--- config.mk ---
export PLATFORM = sky130hd
export DESIGN_NAME = ecc_err_log
export DESIGN_NICKNAME = d
export VERILOG_FILES = /design/src/rtl/ecc_log_pkg.sv /design/src/rtl/ecc_log_ctrl.sv /design/src/rtl/ecc_log_capture.sv /design/src/rtl/ecc_log_signal.sv /design/src/rtl/ecc_err_log.sv
export SDC_FILE = /design/constraint.sdc
export NUM_CORES = 1
export LEC_CHECK = 0
export BUFFER_PORTS_ARGS = -buffer_cell sky130_fd_sc_hd__buf_2
export CAP_MARGIN = 40
export CELL_PAD_IN_SITES_DETAIL_PLACEMENT = 1
export CELL_PAD_IN_SITES_GLOBAL_PLACEMENT = 1
export CORE_MARGIN = 10
export CORE_UTILIZATION = 27
export CTS_BUF_LIST = sky130_fd_sc_hd__clkbuf_8
export CTS_CLUSTER_DIAMETER = 40
export DETAILED_ROUTE_END_ITERATION = 10
export PLACE_DENSITY_LB_ADDON = 0.1
export SLEW_MARGIN = 15
export SYNTH_ARGS = -nofsm -noshare
export SYNTH_HDL_FRONTEND = slang
export SYNTH_SLANG_ARGS = --single-unit
--- constraint.sdc ---
create_clock -name clk -period 1.2 [get_ports clk]
set_input_delay 0.18 -clock clk [delete_from_list [all_inputs] [get_ports clk]]
set_output_delay 0.18 -clock clk [all_outputs]
set_load 0.1 [all_outputs]
--- src/rtl/ecc_log_pkg.sv ---
// Package: ecc_log_pkg
// Shared bit positions and the control-bit bundle for the ECC error log.
// Assumes the register is laid out with the flags and enables in the low
// nibble, the syndrome above them, the address bits above the syndrome and
// the scrub-disable bit on top.
package ecc_log_pkg;
    localparam int BIT_SBE     = 0;
    localparam int BIT_MBE     = 1;
    localparam int BIT_NMI_EN  = 2;
    localparam int BIT_BERR_EN = 3;
    localparam int SYN_LSB     = 4;

    typedef struct packed {
        logic scrub_dis;
        logic berr_en;
        logic nmi_en;
    } log_ctrl_t;
endpackage

--- src/rtl/ecc_log_ctrl.sv ---
// Module: ecc_log_ctrl
// Holds the three software control bits and decodes the write that clears
// both flags together. Assumes reg_wr is a one-cycle strobe per write.
module ecc_log_ctrl
    import ecc_log_pkg::*;
#(
    parameter int REG_W = 32
) (
    input  logic             clk,
    input  logic             rst_n,
    input  logic             wr,
    input  logic [REG_W-1:0] wdata,
    output log_ctrl_t        ctrl,
    output logic             clr_both
);
    localparam int DIS_BIT = REG_W - 1;

    log_ctrl_t ctrl_q;

    // Purpose: update the control bits on every write.
    always_ff @(posedge clk) begin
        if (!rst_n) begin
            ctrl_q <= '0;
        end else if (wr) begin
            ctrl_q.scrub_dis <= wdata[DIS_BIT];
            ctrl_q.berr_en   <= wdata[BIT_BERR_EN];
            ctrl_q.nmi_en    <= wdata[BIT_NMI_EN];
        end
    end

    // Purpose: a clear is honoured only when both flag bits are written 1.
    always_comb begin
        clr_both = wr & wdata[BIT_SBE] & wdata[BIT_MBE];
    end

    assign ctrl = ctrl_q;

    logic unused_wdata_mid;
    assign unused_wdata_mid = ^wdata[DIS_BIT-1:SYN_LSB];
endmodule

--- src/rtl/ecc_log_capture.sv ---
// Module: ecc_log_capture
// Records the first ECC event: the type flag, the kept address bits and the
// syndrome. While a flag is set, the record is frozen and pulses are ignored.
// A multi-bit pulse wins over a single-bit pulse in the same cycle.
module ecc_log_capture #(
    parameter int KEEP_W = 19,
    parameter int SYN_W  = 8
) (
    input  logic              clk,
    input  logic              rst_n,
    input  logic              sbe_in,
    input  logic              mbe_in,
    input  logic [KEEP_W-1:0] addr_hi,
    input  logic [SYN_W-1:0]  syn_in,
    input  logic              clr_both,
    output logic              sbe_flag,
    output logic              mbe_flag,
    output logic [KEEP_W-1:0] addr_q,
    output logic [SYN_W-1:0]  syn_q
);
    logic idle;
    logic take;

    // Purpose: the log is open only while neither flag is set.
    always_comb begin
        idle = ~sbe_flag & ~mbe_flag;
        take = idle & (sbe_in | mbe_in);
    end

    // Purpose: set the flag for the first error; clear both on request.
    always_ff @(posedge clk) begin
        if (!rst_n) begin
            sbe_flag <= 1'b0;
            mbe_flag <= 1'b0;
        end else if (take) begin
            mbe_flag <= mbe_in;
            sbe_flag <= ~mbe_in;
        end else if (clr_both) begin
            sbe_flag <= 1'b0;
            mbe_flag <= 1'b0;
        end
    end

    // Purpose: latch the address and syndrome only when an error is taken.
    always_ff @(posedge clk) begin
        if (!rst_n) begin
            addr_q <= '0;
            syn_q  <= '0;
        end else if (take) begin
            addr_q <= addr_hi;
            syn_q  <= syn_in;
        end
    end
endmodule

--- src/rtl/ecc_log_signal.sv ---
// Module: ecc_log_signal
// Drives the scrub request, NMI and bus-error lines. The scrub request is a
// registered one-cycle pulse per corrected read. The NMI and bus-error lines
// are levels that follow the flags gated by their enables.
module ecc_log_signal
    import ecc_log_pkg::*;
(
    input  logic      clk,
    input  logic      rst_n,
    input  logic      sbe_in,
    input  logic      mbe_in,
    input  log_ctrl_t ctrl,
    input  logic      sbe_flag,
    input  logic      mbe_flag,
    output logic      scrub_req,
    output logic      nmi_out,
    output logic      berr_out
);
    // Purpose: request a write-back for a corrected read unless disabled.
    always_ff @(posedge clk) begin
        if (!rst_n) begin
            scrub_req <= 1'b0;
        end else begin
            scrub_req <= sbe_in & ~mbe_in & ~ctrl.scrub_dis;
        end
    end

    // Purpose: gate the logged flags onto the interrupt lines.
    always_comb begin
        nmi_out  = sbe_flag & ctrl.nmi_en;
        berr_out = mbe_flag & ctrl.berr_en;
    end
endmodule

--- src/rtl/ecc_err_log.sv ---
// Module: ecc_err_log
// Top of the ECC error capture register. Connects the control bits, the
// capture record and the signalling outputs, and assembles the read value.
// Assumes the error pulses, address and syndrome are synchronous to clk.
module ecc_err_log
    import ecc_log_pkg::*;
#(
    parameter int ADDR_W = 32,
    parameter int KEEP_W = 19,
    parameter int SYN_W  = 8,
    localparam int REG_W = KEEP_W + SYN_W + 5
) (
    input  logic              clk,
    input  logic              rst_n,
    input  logic              sbe_pulse,
    input  logic              mbe_pulse,
    input  logic [ADDR_W-1:0] err_addr,
    input  logic [SYN_W-1:0]  err_syn,
    input  logic              reg_wr,
    input  logic [REG_W-1:0]  reg_wdata,
    output logic [REG_W-1:0]  reg_rdata,
    output logic              scrub_req,
    output logic              nmi_out,
    output logic              berr_out
);
    localparam int DROP_W = ADDR_W - KEEP_W;

    log_ctrl_t         ctrl;
    logic              clr_both;
    logic              sbe_flag;
    logic              mbe_flag;
    logic [KEEP_W-1:0] addr_q;
    logic [SYN_W-1:0]  syn_q;

    ecc_log_ctrl #(.REG_W(REG_W)) u_ctrl (
        .clk      (clk),
        .rst_n    (rst_n),
        .wr       (reg_wr),
        .wdata    (reg_wdata),
        .ctrl     (ctrl),
        .clr_both (clr_both)
    );

    ecc_log_capture #(.KEEP_W(KEEP_W), .SYN_W(SYN_W)) u_capture (
        .clk      (clk),
        .rst_n    (rst_n),
        .sbe_in   (sbe_pulse),
        .mbe_in   (mbe_pulse),
        .addr_hi  (err_addr[ADDR_W-1 -: KEEP_W]),
        .syn_in   (err_syn),
        .clr_both (clr_both),
        .sbe_flag (sbe_flag),
        .mbe_flag (mbe_flag),
        .addr_q   (addr_q),
        .syn_q    (syn_q)
    );

    ecc_log_signal u_signal (
        .clk       (clk),
        .rst_n     (rst_n),
        .sbe_in    (sbe_pulse),
        .mbe_in    (mbe_pulse),
        .ctrl      (ctrl),
        .sbe_flag  (sbe_flag),
        .mbe_flag  (mbe_flag),
        .scrub_req (scrub_req),
        .nmi_out   (nmi_out),
        .berr_out  (berr_out)
    );

    // Purpose: assemble the software-visible register image.
    always_comb begin
        reg_rdata = {ctrl.scrub_dis, addr_q, syn_q,
                     ctrl.berr_en, ctrl.nmi_en, mbe_flag, sbe_flag};
    end

    logic unused_addr_low;
    assign unused_addr_low = ^err_addr[DROP_W-1:0];
endmodule

Yosys cells after proc, flatten, opt, wreduce, memory -nomap -nowiden
Cells that the tools add are included.
- mux-type cells: 3
- bitwise operators: 13
- reduce and logical (&&, ||, !) cells: 1
- operator list (cell ; number):
    bitwise AND 1 bit ; 8
    NOT 1 bit ; 4
    two-way mux 1 bit ; 3
    nonzero test 2 bit ; 1
    OR 1 bit ; 1
- flip-flop bits (word level): 33
- input port bits: 77
- output and inout bits: 35

Depth between registers and ports, before layout
Gate-level depths: netlist of the first run.
- depth in word-level cells: 4
- depth in mapped cells: 5
- depth with buffers taken out: 3

Cells and area by module
From an unflattened synthesis of the first run, not the netlist that was laid out.
- cells, all modules: 143
- area total of the unflattened synthesis: 1366.3 sq um
- by module, submodules not included (module ; times used ; cells an instance ; area an instance (sq um)):
    ecc_log_capture ; 1 ; 127 ; 1189.9
    ecc_log_ctrl ; 1 ; 10 ; 116.4
    ecc_log_signal ; 1 ; 4 ; 45.0
    ecc_err_log ; 1 ; 2 ; 15.0

Worst setup path before layout of the first run
Ideal clock, no wire load.
- path type: reg-to-output
- start: reg u_ctrl.ctrl_q (netlist bit u_ctrl.ctrl[0])
- end: out nmi_out
- data arrival time: 1812 ps
- slack: -792 ps
- stages on the path, launching flop included: 2
- buffers on the path: 0
- cells stage by stage: dfxtp_1 and2_1
- cells in the longest elaborated chain, start to end: 1
- ends and longest elaborated chain (what ; RTL line ; text):
    start, declared ; ecc_log_ctrl.sv:18 ; log_ctrl_t ctrl_q;
    bitwise AND 1 bit ; ecc_log_signal.sv:30 ; nmi_out = sbe_flag & ctrl.nmi_en;
    end, declared ; ecc_err_log.sv:23 ; output logic nmi_out,
Every way passes these cells.

Final worst setup path of the first run
- start: reg u_capture.sbe_flag
- end: out nmi_out
- cells in the longest elaborated chain, start to end: 1
- ends and longest elaborated chain (what ; RTL line ; text):
    start, declared ; ecc_log_capture.sv:16 ; output logic sbe_flag,
    start signal, assigned ; ecc_log_capture.sv:37 ; sbe_flag <= ~mbe_in;
    bitwise AND 1 bit ; ecc_log_signal.sv:30 ;
Every way passes these cells.

==> results.cfg, run 1 <==
[yosys]
synth_largest_area_cell = dfxtp_1
synth_area_mm2 = 0.001349
syn_area_per_cell_um2 = 9.367
synth_warnings = 0
syn_nets = 221
synth_seq_cells = 33
synth_area_leaders = dfxtp_1, mux2i_1, nand2_1, buf_12, clkbuf_1
yosys.cell_types.count = 17
yosysTopAreaCellShare_pct = 48.98
synth_cells = 144
ys_seq_area_share_pct = 48.98

[floorplanning]
start_util_pct = 28.18
die_x_um = 90.68
rows = 25
die_h_um = 90.68
coreArea_mm2 = 0.004786
ios = 112
die-area_mm2 = 0.008223

[drt]
remaining_drc_errors = 0
dr.first_iter.drc_count = 42
dr.pass1.iters = 4
drt_wl_total_um = 4246
vias = 1219
detail_route.wl_per_cell_um = 14.85
drtAntennaViolNets = 0
viasPerCell = 4.262

[global_routing]
grt_pass1_wl_um = 7134
antenna_found_initial = 0
grt_use_total_pct = 10.77
grt_pass1_vias = 1389
grt_max_degree = 29
grt-ovfl-total = 0

[sta]
hold_viol = 0
fin_ws_ns = -0.04845
max_freq_mhz = 801.0
setup_viol = 2
finalCriticalPeriod_ns = 1.248
worst_pin_slew_ns = 0.2794
maxSlewHeadroom_pct = 81.38
finalClockSkew_ns = 0.004634
whs_ns = 0.1073
rsz0062_at_grt = true
post-route-period-util_pct = 104.0
drv_slew = 0

[layout]
synthToLayoutAreaGrowth_pct = 82.10
final_cells = 286
ff_latch_area_um2 = 705.7
fin_area_mm2 = 0.002456
final_nets = 295
multiInputGateArea_um2 = 604.3
final_layout_size_suffix_gt1_share_pct = 54.79
diodes = 0
fillCellCount = 536

[placement]
dp_hpwl_um = 3540
gp_congestion = 0.7183
post_dp_cell_area_mm2 = 0.002360
port_buffers = 71
dp.cells = 277

[clock_network]
clk_path_buf_depth = 2
clk_pin_slew_ns = 0.07
cts.sinks = 33
h-tree-depth = 2
insertion_delay_ns = 0.28
root_buffer = clkbuf_8
hold_buffers = 0
cts_buffers = 5
tritoncts = built

[pwr]
peakVddDrop_mv = 0.8702
cellPowerDensity_mw_per_mm2 = 1569
p_leak_nw = 1.126

[critical_path]
slowest_stage = dfxtp_2
worstPathArrival_ns = 1.07
critPathLaunchType = flop
critPathMaxStageDelay_ns = 0.36
cp_cell_sequence = buf_6, and2_4, buf_12
required_ns = 1.02
end_kind = output port
critPathMaxFanout = 5
path_class = reg2out

[run]
max_cap_violations = 0

[hold_path]
min_path_type = in2reg

[status]
status = complete, but fails checks
violations = setup timing
==> registers in the layout (all words and copies together), names as in the netlist <==
signal,cells
u_signal.scrub_req,1
u_ctrl.ctrl,3
u_capture.sbe_flag,1
u_capture.addr_q,19
u_capture.mbe_flag,1
u_capture.syn_q,8
==> cell families after synthesis <==
family	count (synthesis)	share of synthesized area (%)
flops	33	48.98
buf+inv	12	7.050
simple gates	67	20.50
mux	30	22.26
compound gates	2	1.206
==> cells in the mapped netlist <==
library cell	n
nand2_1	56
nor3_1	1
nor2b_1	3
a31o_2	1
buf_6	1
o31ai_1	1
nor3_2	1
dfxtp_1	33
buf_12	2
mux2i_1	30
nor2_1	1
buf_4	2
clkbuf_1	5
buf_2	2
and2_1	2
nand3_1	2
nor4_1	1
==> through the flow <==
| stage | power (mW) | setup WS (ns) | utilization, % | TNS (ns) |
|---|---|---|---|---|
| 5_1_grt | 4.051 | -0.09344 | 51.32 | -0.1845 |
| 6_report | 3.853 | -0.04845 | 51.32 | -0.05999 |
| 4_1_cts | 3.933 | -0.07175 | 51.32 | -0.1091 |
| 3_3_place_gp | 3.092 | 0.07736 | 49.31 | 0 |
| 3_5_place_dp | 3.132 | -0.01745 | 49.31 | -0.01745 |
| 2_1_floorplan | 2.458 | -0.06284 | - | -0.06284 |
==> power by group <==
part | internal, mW | total [mW] | switching [mW]
Clock | 0.386 | 0.761 | 0.375
Combinational | 0.654 | 1.73 | 1.08
Sequential | 1.23 | 1.36 | 0.126
Total | 2.27 | 3.85 | 1.58
==> per-layer routing <==
metal	GRT usage [%]	part of all wire (%)
met4	2.785	1.0
met2	19.47	52
met5	0	0
met3	6.650	10
met1	9.891	37
==> what timing repair did <==
action | CTS | global route
setup endpoints to repair | 6 | 4
gates resized for setup | 4 | 0
setup buffers | 1 | 0
==> final timing paths <==
kind / startpoint / end / slack [ns] / cells past startpoint
max: u_capture.sbe_flag / nmi_out / -0.05 / 3
min: mbe_pulse / u_signal.scrub_req / 0.11 / 2
max reg2reg: u_capture.mbe_flag / u_capture.syn_q[0] / 0.05 / 3
min reg2reg: u_ctrl.ctrl[2] / u_signal.scrub_req / 0.47 / 1
==> layout make-up <==
| class | instances | share of cell area [%] |
|---|---|---|
| repair buffers | 79 | 39.99 |
| clock inverters | 3 | 0.4585 |
| flip-flops and latches | 33 | 28.73 |
| well taps | 67 | 3.413 |
| multi-input cells | 99 | 24.61 |
| clock buffers | 5 | 2.802 |
==> worst max-delay path: cells and delay by family (launching register included) <==
kind          cells  cell delay [ns]
buf+inv           2             0.28
flops             1             0.36
simple gates      1             0.15
==> placed cells by master (no fill, tap or decap) <==
cell,count
nor3_1,1
mux2i_1,30
nor2b_1,3
o31ai_1,1
buf_4,4
clkbuf_8,5
nor3_4,1
and2_4,2
dfxtp_2,30
nor4_1,1
dfxtp_1,1
dfxtp_4,2
nor2_1,1
inv_1,3
buf_2,36
a31o_2,1
buf_12,38
buf_6,1
nand3_1,2
nand2_1,56
No activity file was read; power rests on OpenSTA's default activity.
==> inputs of run 2 (changes only) <==
CELL_PAD_IN_SITES_DETAIL_PLACEMENT = 0   (was 1)
CORE_MARGIN = not set   (was 10)
==> results.cfg, run 2 (synthesized netlist as in run 1, its figures left out) <==
[hold_path]
worstHoldEndpoint = u_signal.scrub_req
min_path_type = in2reg
whs_path_depth = 2
hold_start = mbe_pulse

[global_routing]
grt-ovfl-total = 0
grt_pass1_vias = 1274
grt_pass1_wl_um = 5319
antenna_found_initial = 0
grt_use_total_pct = 13.07
grt_max_degree = 34

[clock_network]
cts_buffers = 5
tritoncts = built
insertion_delay_ns = 0.27
h-tree-depth = 2
clk_pin_slew_ns = 0.06
hold_buffers = 0
clk_path_buf_depth = 2
root_buffer = clkbuf_8
cts.sinks = 33

[pwr]
power_mw = 3.905
peakVddDrop_mv = 0.8486
p_leak_nw = 1.134
cellPowerDensity_mw_per_mm2 = 1569

[critical_path]
required_ns = 1.02
critPathTopFamily = flip-flops
critPathMaxFanout = 4
slowest_stage = dfxtp_2
worstPathArrival_ns = 1.04
critPathMaxStageDelay_ns = 0.36
r2r-start = u_capture.mbe_flag
r2r_slack_ns = 0.06
rr_worst_depth = 3
path_class = reg2out
end_kind = output port
crit_buf_inv = 2
critPathLaunchType = flop
r2r-end = u_capture.addr_q[12]
cp_cell_sequence = buf_6, and2_4, buf_12

[layout]
multiInputGateArea_um2 = 608.1
final_util_pct = 52.34
largest_reg_flops = 19
ff_latch_area_um2 = 705.7
fillCellCount = 460
synthToLayoutAreaGrowth_pct = 84.51
final_nets = 297
largest_register = u_capture.addr_q
diodes = 0
final_layout_size_suffix_gt1_share_pct = 56.36
layout_commonest_cell = nand2_1
final_cell_mix = nand2_1, buf_12, buf_2, dfxtp_2, mux2i_1
fin_area_mm2 = 0.002489

[placement]
post_dp_cell_area_mm2 = 0.002352
port_buffers = 71
dp_hpwl_um = 2459
place_ws_ns = 0.07872
gp_congestion = 0.6977

[status]
violations = setup timing
status = complete, but fails checks

[floorplanning]
ios = 112
coreArea_mm2 = 0.004755
rows = 25
die-area_mm2 = 0.005282
start_util_pct = 28.37
die_h_um = 72.68
die_x_um = 72.68

[sta]
hold_viol = 0
rsz0062_at_grt = true
finalClockSkew_ns = 0.003078
drv_slew = 0
post-route-period-util_pct = 101.8
tns_ns = -0.04079
setup_viol = 2
maxSlewHeadroom_pct = 80.43
finalCriticalPeriod_ns = 1.222
worst_pin_slew_ns = 0.2909
fin_ws_ns = -0.02162
max_freq_mhz = 818.6

[drt]
remaining_drc_errors = 0
viasPerCell = 4.230
drt_wl_total_um = 3187
vias = 1214
dr.pass1.iters = 2
dr.first_iter.drc_count = 21
detail_route.wl_per_cell_um = 11.10
drtAntennaViolNets = 0

[run]
max_cap_violations = 0
[run 2: changes by cell type in the layout (fill, tap and decap cells not counted)]
| cell | before | now |
|---|---|---|
| buf_6 | 1 | 3 |
| inv_1 | 3 | 1 |
| clkbuf_8 | 5 | 6 |
| mux2i_1 | 30 | 29 |
| mux2i_2 | 0 | 1 |
[run 2: report_power, final]
group          internal, mW  switching (mW)  leakage [nW]
Combinational         0.673            1.07         0.801
Sequential             1.23           0.118         0.284
Clock                 0.446           0.361        0.0485
Total                  2.35            1.55          1.13
[run 2: cell type report]
type / count / area share (%)
Timing Repair Buffer: 81 / 40.37
Multi-Input combinational cell: 99 / 24.43
Tap cell: 67 / 3.369
Clock buffer: 6 / 3.318
Sequential cell: 33 / 28.36
Clock inverter: 1 / 0.1508
[run 2: stage by stage]
| stage | cells | hold WS (ns) |
|---|---|---|
| 2_1_floorplan | 144 | 0.2568 |
| 3_3_place_gp | 276 | 0.3954 |
| 3_5_place_dp | 276 | 0.3966 |
| 4_1_cts | 287 | 0.1009 |
| 5_1_grt | 287 | 0.1128 |
| 6_report | 287 | 0.1178 |
[run 2: repair_timing]
action | CTS | global route
buffers inserted | 4 | 0
gates resized for setup | 4 | 3
setup endpoints to repair | 3 | 5
[run 2: worst max-delay path by stage]
| stage | cells after the start | to | slack (ns) | from |
|---|---|---|---|---|
| after floorplan | 1 | nmi_out | -0.06 | u_ctrl.ctrl[0] |
| after global placement | 3 | u_capture.syn_q[5] | 0.11 | u_capture.sbe_flag |
| after detailed placement | 3 | u_capture.addr_q[12] | 0.08 | u_capture.sbe_flag |
| after CTS | 3 | berr_out | -0.04 | u_capture.mbe_flag |
| after global routing | 3 | nmi_out | -0.08 | u_capture.sbe_flag |
| final | 3 | nmi_out | -0.02 | u_capture.sbe_flag |
[run 2: routing by layer]
layer  global-route usage [%]  vias to the layer above  routed length, um
met2                    24.92                       41               1742
met5                        0                        -                  0
met3                    5.110                        4                241
li1                         -                      614                  -
met1                    12.60                      555               1168
met4                    4.793                        0                 35
==> inputs of run 3 (changes only) <==
CORE_ASPECT_RATIO = 0.75   (was not set)
==> results.cfg, run 3 (synthesized netlist as in run 1, its figures left out) <==
[layout]
diodes = 0
largest_register = u_capture.addr_q
layout_commonest_cell = nand2_1
final_nets = 299
fin_area_mm2 = 0.002472
synthToLayoutAreaGrowth_pct = 83.30
final_layout_size_suffix_gt1_share_pct = 56.31
largest_reg_flops = 19
final_cells = 279
final_cell_mix = nand2_1, buf_12, buf_2, dfxtp_2, mux2i_1

[floorplanning]
start_util_pct = 29.17
coreArea_mm2 = 0.004624
die_x_um = 83.62
rows = 21
ios = 112
die-area_mm2 = 0.005285
die_h_um = 63.21

[pwr]
p_int_mw = 2.352
power_mw = 3.913
cellPowerDensity_mw_per_mm2 = 1583
peakVddDrop_mv = 0.8662
p_leak_nw = 1.140
switching_share_pct = 39.89
seqPwrFrac_pct = 34.6
p_sw_mw = 1.561
power_frac_comb_pct = 44.6
power.clock.fraction_pct = 20.8

[sta]
setup_viol = 2
maxSlewHeadroom_pct = 79.04
post-route-period-util_pct = 102.5
worst_pin_slew_ns = 0.3115
fin_ws_ns = -0.02991
max_freq_mhz = 813.1
rsz0062_at_grt = true
hold_viol = 0
drv_slew = 0
finalClockSkew_ns = 0.001932
finalCriticalPeriod_ns = 1.230
tns_ns = -0.05554

[drt]
detail_route.wl_per_cell_um = 11.53
drtAntennaViolNets = 0
highest-signal-layer = met4
dr.first_iter.drc_count = 25
wl_met1_um = 1344
drt_wl_total_um = 3218
met2_length_um = 1515
remaining_drc_errors = 0
vias = 1226
viasPerCell = 4.394
dr.pass1.iters = 3
dr_wl_met3_um = 294

[run]
max_cap_violations = 0

[critical_path]
path_class = reg2out
critPathTopFamily = flip-flops
slowest_stage = dfxtp_2
crit_buf_inv = 2
required_ns = 1.02
worstPathArrival_ns = 1.05
cp_cell_sequence = buf_6, and2_4, buf_12
critPathLaunchType = flop
critPathMaxStageDelay_ns = 0.36
end_kind = output port
critPathMaxFanout = 4

[clock_network]
root_buffer = clkbuf_8
tritoncts = built
hold_buffers = 0
insertion_delay_ns = 0.28
clk_pin_slew_ns = 0.06
cts_buffers = 5
cts.sinks = 33
clk_path_buf_depth = 2
h-tree-depth = 2

[global_routing]
antenna_found_initial = 0
grt_max_degree = 35
grt-ovfl-total = 0
grt_pass1_wl_um = 5437
grt_pass1_vias = 1235
grt_use_total_pct = 13.17

[status]
violations = setup timing
status = complete, but fails checks

[placement]
dp_hpwl_um = 2476
port_buffers = 71
dp.cells = 266
post_dp_cell_area_mm2 = 0.002327
gp_congestion = 0.7016

[hold_path]
min_path_type = in2reg
-- run 3: timing repair --
action | 4_1_cts | 5_1_grt
setup buffers | 4 | 2
gates resized for setup | 5 | 0
setup endpoints to repair | 2 | 4
-- run 3: power groups by stage --
stage               Combinational (mW)  Sequential [mW]  Clock, mW
floorplan                        0.386             2.07          0
global placement                  1.70             1.37          0
detailed placement                1.72             1.38          0
CTS                               1.75             1.36      0.857
global route                      1.81             1.37      0.911
finish                            1.75             1.35      0.813
-- run 3: path summary, 6_finish.rpt --
path | startpoint | endpoint | slack (ns) | depth (start not counted)
worst min register to register | u_capture.syn_q[4] | u_capture.syn_q[4] | 0.48 | 2
worst max-delay path | u_capture.sbe_flag | nmi_out | -0.03 | 3
worst max register to register | u_capture.sbe_flag | u_capture.sbe_flag | 0.07 | 4
worst min-delay path | mbe_pulse | u_signal.scrub_req | 0.13 | 2
-- run 3: final cells by class --
type                    count  area [um2]
repair buffers             83        1007
clock inverters             1       3.754
flip-flops and latches     33       703.2
fillers                   422        2152
well taps                  57       71.32
clock buffers               6       82.58
multi-input cells          99       604.3
-- run 3: worst reg2reg max path, stage by stage, from the launching register on --
cell     delay (ns)
dfxtp_2        0.34
buf_6          0.12
buf_4          0.12
nor4_1         0.33
a31o_2         0.16
-- run 3: metrics by stage --
step	hold slack, ns	utilization, %	setup WS [ns]
after global routing	0.1079	53.46	-0.06387
after global placement	0.3960	50.32	0.1135
final	0.1253	53.46	-0.02991
after detailed placement	0.4040	50.32	0.07093
after floorplan	0.2568	-	-0.06284
after CTS	0.1038	53.14	-0.04663
-- run 3: layer usage --
metal  GRT usage (%)  up-vias
li1                -      623
met1           13.83      549
met2           22.36       45
met3           6.291        9
met4           6.144        0
met5               0        -
